===== src/rtl/pllsrch_pkg.sv =====
package pllsrch_pkg;

    typedef enum logic [1:0] {
        ST_IDLE,
        ST_SCAN,
        ST_QUOT,
        ST_FINISH
    } srch_state_t;

    // Loop-filter band selection from the pre-divided reference in MHz.
    function automatic logic [2:0] filt_code(input logic [31:0] mhz);
        logic [2:0] code;
        if (mhz >= 32'd166)      code = 3'd7;
        else if (mhz >= 32'd104) code = 3'd6;
        else if (mhz >= 32'd65)  code = 3'd5;
        else if (mhz >= 32'd42)  code = 3'd4;
        else if (mhz >= 32'd26)  code = 3'd3;
        else if (mhz >= 32'd16)  code = 3'd2;
        else if (mhz >= 32'd10)  code = 3'd1;
        else                     code = 3'd0;
        return code;
    endfunction

endpackage


===== src/rtl/pllsrch_div.sv =====
module pllsrch_div #(
    parameter int W = 32
) (
    input  logic         clk_i,
    input  logic         rst_ni,
    input  logic         go_i,
    input  logic [W-1:0] num_i,
    input  logic [W-1:0] den_i,
    output logic         done_o,
    output logic [W-1:0] quo_o
);
    localparam int CW = $clog2(W + 1);

    logic [W:0]    rem_q;
    logic [W-1:0]  quo_q;
    logic [CW-1:0] cnt_q;
    logic          run_q;
    logic [W:0]    shifted;
    logic          fits;

    // Restoring division: one quotient bit per clock.
    assign shifted = {rem_q[W-1:0], quo_q[W-1]};
    assign fits    = shifted >= {1'b0, den_i};

    always_ff @(posedge clk_i or negedge rst_ni) begin
        if (!rst_ni) begin
            rem_q  <= '0;
            quo_q  <= '0;
            cnt_q  <= '0;
            run_q  <= 1'b0;
            done_o <= 1'b0;
        end else begin
            done_o <= 1'b0;
            if (go_i) begin
                rem_q <= '0;
                quo_q <= num_i;
                cnt_q <= CW'(W);
                run_q <= 1'b1;
            end else if (run_q) begin
                rem_q <= fits ? (shifted - {1'b0, den_i}) : shifted;
                quo_q <= {quo_q[W-2:0], fits};
                cnt_q <= cnt_q - 1'b1;
                if (cnt_q == CW'(1)) begin
                    run_q  <= 1'b0;
                    done_o <= 1'b1;
                end
            end
        end
    end

    assign quo_o = quo_q;

    AST_DIV_DONE_AFTER_RUN: assert property (@(posedge clk_i) disable iff (!rst_ni)
        done_o |-> !run_q);

endmodule


===== src/rtl/pllsrch_cand.sv =====
module pllsrch_cand #(
    parameter int RATE_W = 32,
    parameter int MUL_W  = 8,
    parameter int D2_W   = 3
) (
    input  logic [RATE_W+MUL_W-1:0] acc_i,
    input  logic                    d1_i,
    input  logic [D2_W-1:0]         d2_i,
    input  logic [RATE_W-1:0]       target_i,
    output logic                    fits_o,
    output logic [RATE_W-1:0]       rate_o,
    output logic [RATE_W-1:0]       err_o
);
    localparam int PROD_W = RATE_W + MUL_W;
    localparam int SH_W   = D2_W + 1;

    logic [SH_W-1:0]   sh;
    logic [PROD_W-1:0] full;

    // Both divisors are powers of two, so the division is one shift.
    assign sh     = SH_W'(d2_i) + SH_W'(d1_i);
    assign full   = acc_i >> sh;
    assign fits_o = full <= PROD_W'(target_i);
    assign rate_o = RATE_W'(full);
    assign err_o  = target_i - RATE_W'(full);

endmodule


===== src/rtl/pllsrch_best.sv =====
module pllsrch_best #(
    parameter int RATE_W = 32,
    parameter int MUL_W  = 8,
    parameter int D2_W   = 3
) (
    input  logic              clk_i,
    input  logic              rst_ni,
    input  logic              clear_i,
    input  logic              en_i,
    input  logic              fits_i,
    input  logic [RATE_W-1:0] err_i,
    input  logic [RATE_W-1:0] rate_i,
    input  logic [MUL_W-1:0]  mul_i,
    input  logic              d1_i,
    input  logic [D2_W-1:0]   d2_i,
    output logic              take_o,
    output logic              found_o,
    output logic [RATE_W-1:0] rate_o,
    output logic [MUL_W-1:0]  mul_o,
    output logic              d1_o,
    output logic [D2_W-1:0]   d2_o
);
    logic [RATE_W-1:0] err_q;

    // Strictly-smaller test keeps the earliest of equal candidates.
    assign take_o = en_i && fits_i && (!found_o || (err_i < err_q));

    always_ff @(posedge clk_i or negedge rst_ni) begin
        if (!rst_ni) begin
            found_o <= 1'b0;
            err_q   <= '0;
            rate_o  <= '0;
            mul_o   <= '0;
            d1_o    <= 1'b0;
            d2_o    <= '0;
        end else if (clear_i) begin
            found_o <= 1'b0;
        end else if (take_o) begin
            found_o <= 1'b1;
            err_q   <= err_i;
            rate_o  <= rate_i;
            mul_o   <= mul_i;
            d1_o    <= d1_i;
            d2_o    <= d2_i;
        end
    end

    AST_BEST_NEVER_WORSE: assert property (@(posedge clk_i) disable iff (!rst_ni)
        (found_o && !clear_i) |=> (err_q <= $past(err_q)));

endmodule


===== src/rtl/pll_setting_search.sv =====
module pll_setting_search
    import pllsrch_pkg::*;
#(
    parameter int RATE_W = 32,
    parameter int MUL_W  = 8,
    parameter int D2_W   = 3,
    parameter int CFG_W  = 32,
    parameter int MHZ_HZ = 1_000_000
) (
    input  logic              clk_i,
    input  logic              rst_ni,
    input  logic              start_i,
    input  logic [RATE_W-1:0] parent_i,
    input  logic [RATE_W-1:0] target_i,
    output logic              done_o,
    output logic              valid_o,
    output logic              error_o,
    output logic [MUL_W-1:0]  mul_o,
    output logic              div1_o,
    output logic [D2_W-1:0]   div2_o,
    output logic [2:0]        filter_o,
    output logic [CFG_W-1:0]  cfg_o,
    output logic [RATE_W-1:0] rate_o
);
    localparam int               PROD_W  = RATE_W + MUL_W;
    localparam logic [MUL_W-1:0] MUL_MAX = {MUL_W{1'b1}};
    localparam logic [D2_W-1:0]  D2_MAX  = {D2_W{1'b1}};
    localparam int               FILT_LO = 24;
    localparam int               MUL_LO  = 16;
    localparam int               D1_POS  = 8;

    srch_state_t state_q, state_d;

    logic [RATE_W-1:0] parent_q, target_q;
    logic [PROD_W-1:0] acc_q;
    logic [MUL_W-1:0]  mul_q;
    logic              d1_q;
    logic [D2_W-1:0]   d2_q;

    logic              accept, scanning, step_end, last_step, hit, found_any;
    logic              c_fits;
    logic [RATE_W-1:0] c_rate, c_err;
    logic              take, b_found, b_d1;
    logic [RATE_W-1:0] b_rate;
    logic [MUL_W-1:0]  b_mul;
    logic [D2_W-1:0]   b_d2;
    logic              div_go, div_done;
    logic [RATE_W-1:0] mhz_q;
    logic [2:0]        filt_n;
    logic [CFG_W-1:0]  cfg_n;

    assign accept    = (state_q == ST_IDLE) && start_i;
    assign scanning  = (state_q == ST_SCAN);
    assign step_end  = !c_fits || (mul_q == MUL_MAX);
    assign last_step = step_end && (d2_q == '0) && !d1_q;
    assign hit       = take && (c_err == '0);
    assign found_any = b_found || take;

    pllsrch_cand #(.RATE_W(RATE_W), .MUL_W(MUL_W), .D2_W(D2_W)) i_cand (
        .acc_i    (acc_q),
        .d1_i     (d1_q),
        .d2_i     (d2_q),
        .target_i (target_q),
        .fits_o   (c_fits),
        .rate_o   (c_rate),
        .err_o    (c_err)
    );

    pllsrch_best #(.RATE_W(RATE_W), .MUL_W(MUL_W), .D2_W(D2_W)) i_best (
        .clk_i   (clk_i),
        .rst_ni  (rst_ni),
        .clear_i (accept),
        .en_i    (scanning),
        .fits_i  (c_fits),
        .err_i   (c_err),
        .rate_i  (c_rate),
        .mul_i   (mul_q),
        .d1_i    (d1_q),
        .d2_i    (d2_q),
        .take_o  (take),
        .found_o (b_found),
        .rate_o  (b_rate),
        .mul_o   (b_mul),
        .d1_o    (b_d1),
        .d2_o    (b_d2)
    );

    assign div_go = scanning && (state_d == ST_QUOT);

    pllsrch_div #(.W(RATE_W)) i_div (
        .clk_i  (clk_i),
        .rst_ni (rst_ni),
        .go_i   (div_go),
        .num_i  (parent_q),
        .den_i  (RATE_W'(MHZ_HZ)),
        .done_o (div_done),
        .quo_o  (mhz_q)
    );

    // State register
    always_ff @(posedge clk_i or negedge rst_ni) begin
        if (!rst_ni) state_q <= ST_IDLE;
        else         state_q <= state_d;
    end

    // Transitions
    always_comb begin
        state_d = state_q;
        unique case (state_q)
            ST_IDLE:   if (start_i) state_d = ST_SCAN;                       // START
            ST_SCAN: begin
                if (hit)            state_d = ST_QUOT;                       // HIT
                else if (last_step) state_d = found_any ? ST_QUOT            // EXHAUST_OK
                                                        : ST_FINISH;         // EXHAUST_NONE
            end
            ST_QUOT:   if (div_done) state_d = ST_FINISH;                    // QUOT_DONE
            ST_FINISH: state_d = ST_IDLE;                                    // RETIRE
            default:   state_d = ST_IDLE;
        endcase
    end

    // Search indices and running product parent*(mul+1)
    always_ff @(posedge clk_i or negedge rst_ni) begin
        if (!rst_ni) begin
            parent_q <= '0;
            target_q <= '0;
            acc_q    <= '0;
            mul_q    <= '0;
            d1_q     <= 1'b0;
            d2_q     <= '0;
        end else if (accept) begin
            parent_q <= parent_i;
            target_q <= target_i;
            acc_q    <= PROD_W'(parent_i);
            mul_q    <= '0;
            d1_q     <= 1'b1;
            d2_q     <= D2_MAX;
        end else if (scanning) begin
            if (step_end) begin
                // A larger mul can only raise the rate: skip the rest of this row.
                mul_q <= '0;
                acc_q <= PROD_W'(parent_q);
                if (d2_q == '0) begin
                    d2_q <= D2_MAX;
                    d1_q <= 1'b0;
                end else begin
                    d2_q <= d2_q - 1'b1;
                end
            end else begin
                mul_q <= mul_q + 1'b1;
                acc_q <= acc_q + PROD_W'(parent_q);
            end
        end
    end

    assign filt_n = filt_code(32'(mhz_q >> b_d1));

    always_comb begin
        cfg_n                        = '0;
        cfg_n[FILT_LO +: 3]          = filt_n;
        cfg_n[MUL_LO +: MUL_W]       = b_mul;
        cfg_n[D1_POS]                = b_d1;
        cfg_n[0 +: D2_W]             = b_d2;
    end

    // Outputs
    always_ff @(posedge clk_i or negedge rst_ni) begin
        if (!rst_ni) begin
            done_o   <= 1'b0;
            valid_o  <= 1'b0;
            error_o  <= 1'b0;
            mul_o    <= '0;
            div1_o   <= 1'b0;
            div2_o   <= '0;
            filter_o <= '0;
            cfg_o    <= '0;
            rate_o   <= '0;
        end else begin
            done_o <= (state_q == ST_FINISH);
            if (accept) begin
                valid_o <= 1'b0;
                error_o <= 1'b0;
            end else if (state_q == ST_FINISH) begin
                valid_o  <= b_found;
                error_o  <= !b_found;
                mul_o    <= b_found ? b_mul  : '0;
                div1_o   <= b_found ? b_d1   : 1'b0;
                div2_o   <= b_found ? b_d2   : '0;
                filter_o <= b_found ? filt_n : '0;
                cfg_o    <= b_found ? cfg_n  : '0;
                rate_o   <= b_found ? b_rate : '0;
            end
        end
    end

    AST_NEVER_ABOVE_TARGET: assert property (@(posedge clk_i) disable iff (!rst_ni)
        valid_o |-> (rate_o <= target_q));
    AST_VALID_ERROR_EXCL: assert property (@(posedge clk_i) disable iff (!rst_ni)
        !(valid_o && error_o));
    AST_DONE_ONE_CYCLE: assert property (@(posedge clk_i) disable iff (!rst_ni)
        done_o |=> !done_o);
    AST_IDLE_HOLDS_RESULT: assert property (@(posedge clk_i) disable iff (!rst_ni)
        (state_q == ST_IDLE) |=> ($stable(cfg_o) && $stable(rate_o)));
    AST_BUSY_KEEPS_TARGET: assert property (@(posedge clk_i) disable iff (!rst_ni)
        (state_q != ST_IDLE) |=> $stable(target_q));

endmodule


===== config.mk =====
export PLATFORM = sky130hd
export DESIGN_NAME = pll_setting_search
export DESIGN_NICKNAME = d
export VERILOG_FILES = /design/src/rtl/pllsrch_pkg.sv /design/src/rtl/pllsrch_div.sv /design/src/rtl/pllsrch_cand.sv /design/src/rtl/pllsrch_best.sv /design/src/rtl/pll_setting_search.sv
export SDC_FILE = /design/constraint.sdc
export NUM_CORES = 1
export LEC_CHECK = 0
export BUFFER_PORTS_ARGS = -buffer_cell sky130_fd_sc_hd__buf_2
export CAP_MARGIN = 20
export CORE_ASPECT_RATIO = 0.7
export CORE_MARGIN = 2
export CORE_UTILIZATION = 57
export DETAILED_ROUTE_END_ITERATION = 8
export PLACE_DENSITY_LB_ADDON = 0.12
export SYNTH_ARGS = -nofsm -noshare
export SYNTH_HDL_FRONTEND = slang
export SYNTH_SLANG_ARGS = --single-unit

===== constraint.sdc =====
create_clock -name clk_i -period 14.7 [get_ports clk_i]
set_clock_uncertainty 0.2 [all_clocks]
set_input_delay 2.94 -clock clk_i [delete_from_list [all_inputs] [get_ports clk_i]]
set_output_delay 2.94 -clock clk_i [all_outputs]
set_load 0.01 [all_outputs]

==> results_dict.tcl <==
set metrics [dict create \
    viasPerCell 6.02 \
    yosysTopAreaCellShare 0.375 \
    antenna_found_initial 2 \
    crit_fanout 72 \
    die_h_um 165 \
    startpoint "d1_q" \
    p_total_uw 1810 \
    grt_overflow 0 \
    min_period_ns 9.46 \
    status "complete, no violations" \
    drv_cap 0 \
    ys_ff_latch 317 \
    path_class "flip-flop to flip-flop" \
    power_density_mw_per_mm2 78.1 \
    power_switching_uw 396 \
    fin_crit_sh 0.643 \
    start_kind "flip-flop" \
    yosysTopAreaCell "dfrtp_1" \
    die_w_um 234 \
    rsz0062_at_grt "false" \
    async_flop_share 1.00 \
    ir_drop_mv 0.0788 \
    finalMaxSlewViolations 0 \
    portBuffers 131 \
    pwr-share-seq 0.483 \
    max_freq_ghz 0.106 \
    initial_core_util 0.574 \
    synth_edf_count 0 \
    route.final.wire_length_mm 61.1 \
    cts_tree "done" \
    hpwl_mm 44.9 \
    grt.total_usage 0.314 \
    p_leak_uw 0.0112 \
    antenna_cells 0 \
    worst_hold_path_type "flip-flop to flip-flop" \
    first_pass_iters 7 \
    pin_count 149 \
    cts.path.max_buffers 3 \
    dp_cells 2940 \
    h-tree-depth 2 \
    cts_hold_buf 0 \
    grt_pass1_vias 16400 \
    syn_area_sq_mm 0.0212 \
    setup_viol 0 \
    std_cell_rows 59 \
    worst_setup_path_end_kind "flip-flop" \
    avgSynthCellArea_sq_um 8.64 \
    tightest_slew_ns 1.13 \
    cts_setup_buffers 0 \
    synthCells 2452 \
    ant_nets 0 \
    cpPeakStageDelay_ns 0.76 \
    instances_no_fill 3004 \
    synth_flop_cell "dfrtp_1" \
    ys_warn_count 0 \
    hold_start "rate_o[15]" \
    synth_area_leaders "dfrtp_1 37%, nand2_1 7.9%, ha_1 7.8%" \
    syn_to_final_growth_pct 9.20 \
    gp_congestion 0.953 \
    wl_per_cell_um 20.3 \
    fin_setup_tns_ns 0 \
    cts_inserted_buffers 35 \
    clockRootBuffer "clkbuf_16" \
    critical_path_buf_inv_count 2 \
    arrival_ns 9.67 \
    ys_types 77 \
    p_int_uw 1410 \
    post-route-util 0.627 \
    cts_resized 0 \
    path_delay_family "compound AO/OA/AOI/OAI gates" \
    hold_viol 0 \
    cpMostUsedCell "a21oi_1" \
    drtIter0Drc 2051 \
    nNetsFinal 2693 \
    fillCellCount 3227 \
    grt_pass1_wl_mm 94.6 \
    max_slew_margin 0.249 \
    worstPathRequired_ns 14.91 \
    drive_above_1_share 0.131 \
    drc 0 \
    core_area_sq_mm 0.0369 \
    clock-sinks 317 \
    reg2reg_from "d1_q" \
    seq_area_frac_synth 0.375 \
    switching_share 0.219 \
    dieArea_sq_mm 0.0387 \
    crit_path_top_delay_cell "o31ai_1" \
    clockPowerShare 0.500 \
    hold_ws_ns 0.275 \
    share_comb_of_total_power 0.017 \
    grt_max_degree 156 \
    path_clk_slew_ns 0.07 \
    routed-via-count 18100 \
    clk_latency_ns 0.54 \
]
## cell families (layout without fill, tap and decap cells)
kind of cell / Yosys count / after routing / synth area share
AND/OR/NAND/NOR: 795 / 795 / 0.162
AO/OA/AOI/OAI: 643 / 643 / 0.187
flip-flops: 317 / 317 / 0.375
buffers and inverters: 308 / 356 / 0.0624
multiplexers: 174 / 174 / 0.100
adder cells (fa/ha/maj): 134 / 134 / 0.0799
XOR/XNOR: 80 / 80 / 0.0331
other: 1 / 17 / 0.000177
## cells in the mapped netlist, types with 32 or more instances
master and count:
buf_4 34, nand3_1 32, ha_1 132, xnor2_1 55
mux2_2 79, nor3_1 43, clkbuf_1 101, nand2_1 444
dfrtp_1 317, a211oi_1 53, inv_1 139, a21oi_1 146
mux2i_1 47, nor2_1 146, o21ai_0 238, a21o_1 45
## path summary, 6_finish.rpt
| kind | slack [ns] | end | cells after the start |
|---|---|---|---|
| max | 5.24 | i_div.quo_o[0] | 28 |
| min | 0.28 | rate_o[15] | 2 |
| max reg2reg | 5.24 | i_div.quo_o[0] | 28 |
| min reg2reg | 0.28 | rate_o[15] | 2 |
| max in group asynchronous | 10.61 | target_q[18] | 2 |
| min in group asynchronous | 2.25 | i_div.quo_o[19] | 1 |
## registers in the layout (all words and copies together), names as in the netlist, 3 cells and up
register	count
acc_q	40
cfg_o	4
d2_q	3
i_best.d2_o	3
i_best.err_q	32
i_best.mul_o	8
i_best.rate_o	32
i_div.cnt_q	6
i_div.quo_o	32
i_div.rem_q	32
mul_o	7
mul_q	8
parent_q	32
rate_o	32
target_q	32
## layer usage
metal / wire [um] / up-vias / track usage
met5: 0 / - / 0
met4: 903 / 0 / 0.0552
met3: 5120 / 71 / 0.0608
met2: 24400 / 682 / 0.437
met1: 30700 / 8689 / 0.504
li1: - / 8652 / -
## per-stage QoR
step | area (sq um) | setup slack [ns]
after floorplan | 21200 | 6.43
after global placement | 21900 | 5.38
after detailed placement | 21900 | 5.09
after CTS | 23100 | 5.04
after global routing | 23100 | 4.66
final | 23100 | 5.24
## cell usage in the layout, fill, tap and decap left out, types with 24 or more instances in the layout
cell       synthesis  layout
dfrtp_1          317     316
nor2_1           146     146
o21ai_0          238     238
mux2_2            79      79
mux2i_1           47      47
inv_1            139     139
a211oi_1          53      53
nand3_1           32      30
nand2_1          444     443
mux2_1            28      28
buf_2              6     130
ha_1             132     130
clkbuf_16          0      35
nor3_1            43      43
a21oi_1          146     146
xnor2_1           55      54
a21o_1            45      45
xor2_1            25      24
and3_1            27      27
## power by group through the flow
stage | Combinational, uW | Sequential, uW | Clock [uW]
6_report | 30.2 | 872 | 904
5_1_grt | 35.4 | 872 | 954
4_1_cts | 31.5 | 872 | 915
3_5_place_dp | 31.5 | 889 | 0
3_3_place_gp | 30.8 | 889 | 0
2_1_floorplan | 5.61 | 889 | 0
## cell type report
| class | count | area (sq um) | area share |
|---|---|---|---|
| multi-input combinational | 1843 | 12000 | 0.520 |
| timing repair buffer | 155 | 887 | 0.0384 |
| sequential | 317 | 7940 | 0.343 |
| clock inverter | 12 | 173 | 0.00746 |
| inverter | 140 | 526 | 0.0227 |
| clock buffer | 49 | 968 | 0.0419 |
| tap | 488 | 611 | 0.0264 |
## tightest hold or removal path, delay by kind of cell (launching register included)
family,cells,cell delay [ns]
DFF,1,0.34
and+or+nand+nor,1,0.04
AOI/OAI and AO/OA,1,0.05
Power figures use the tool's default switching activity.
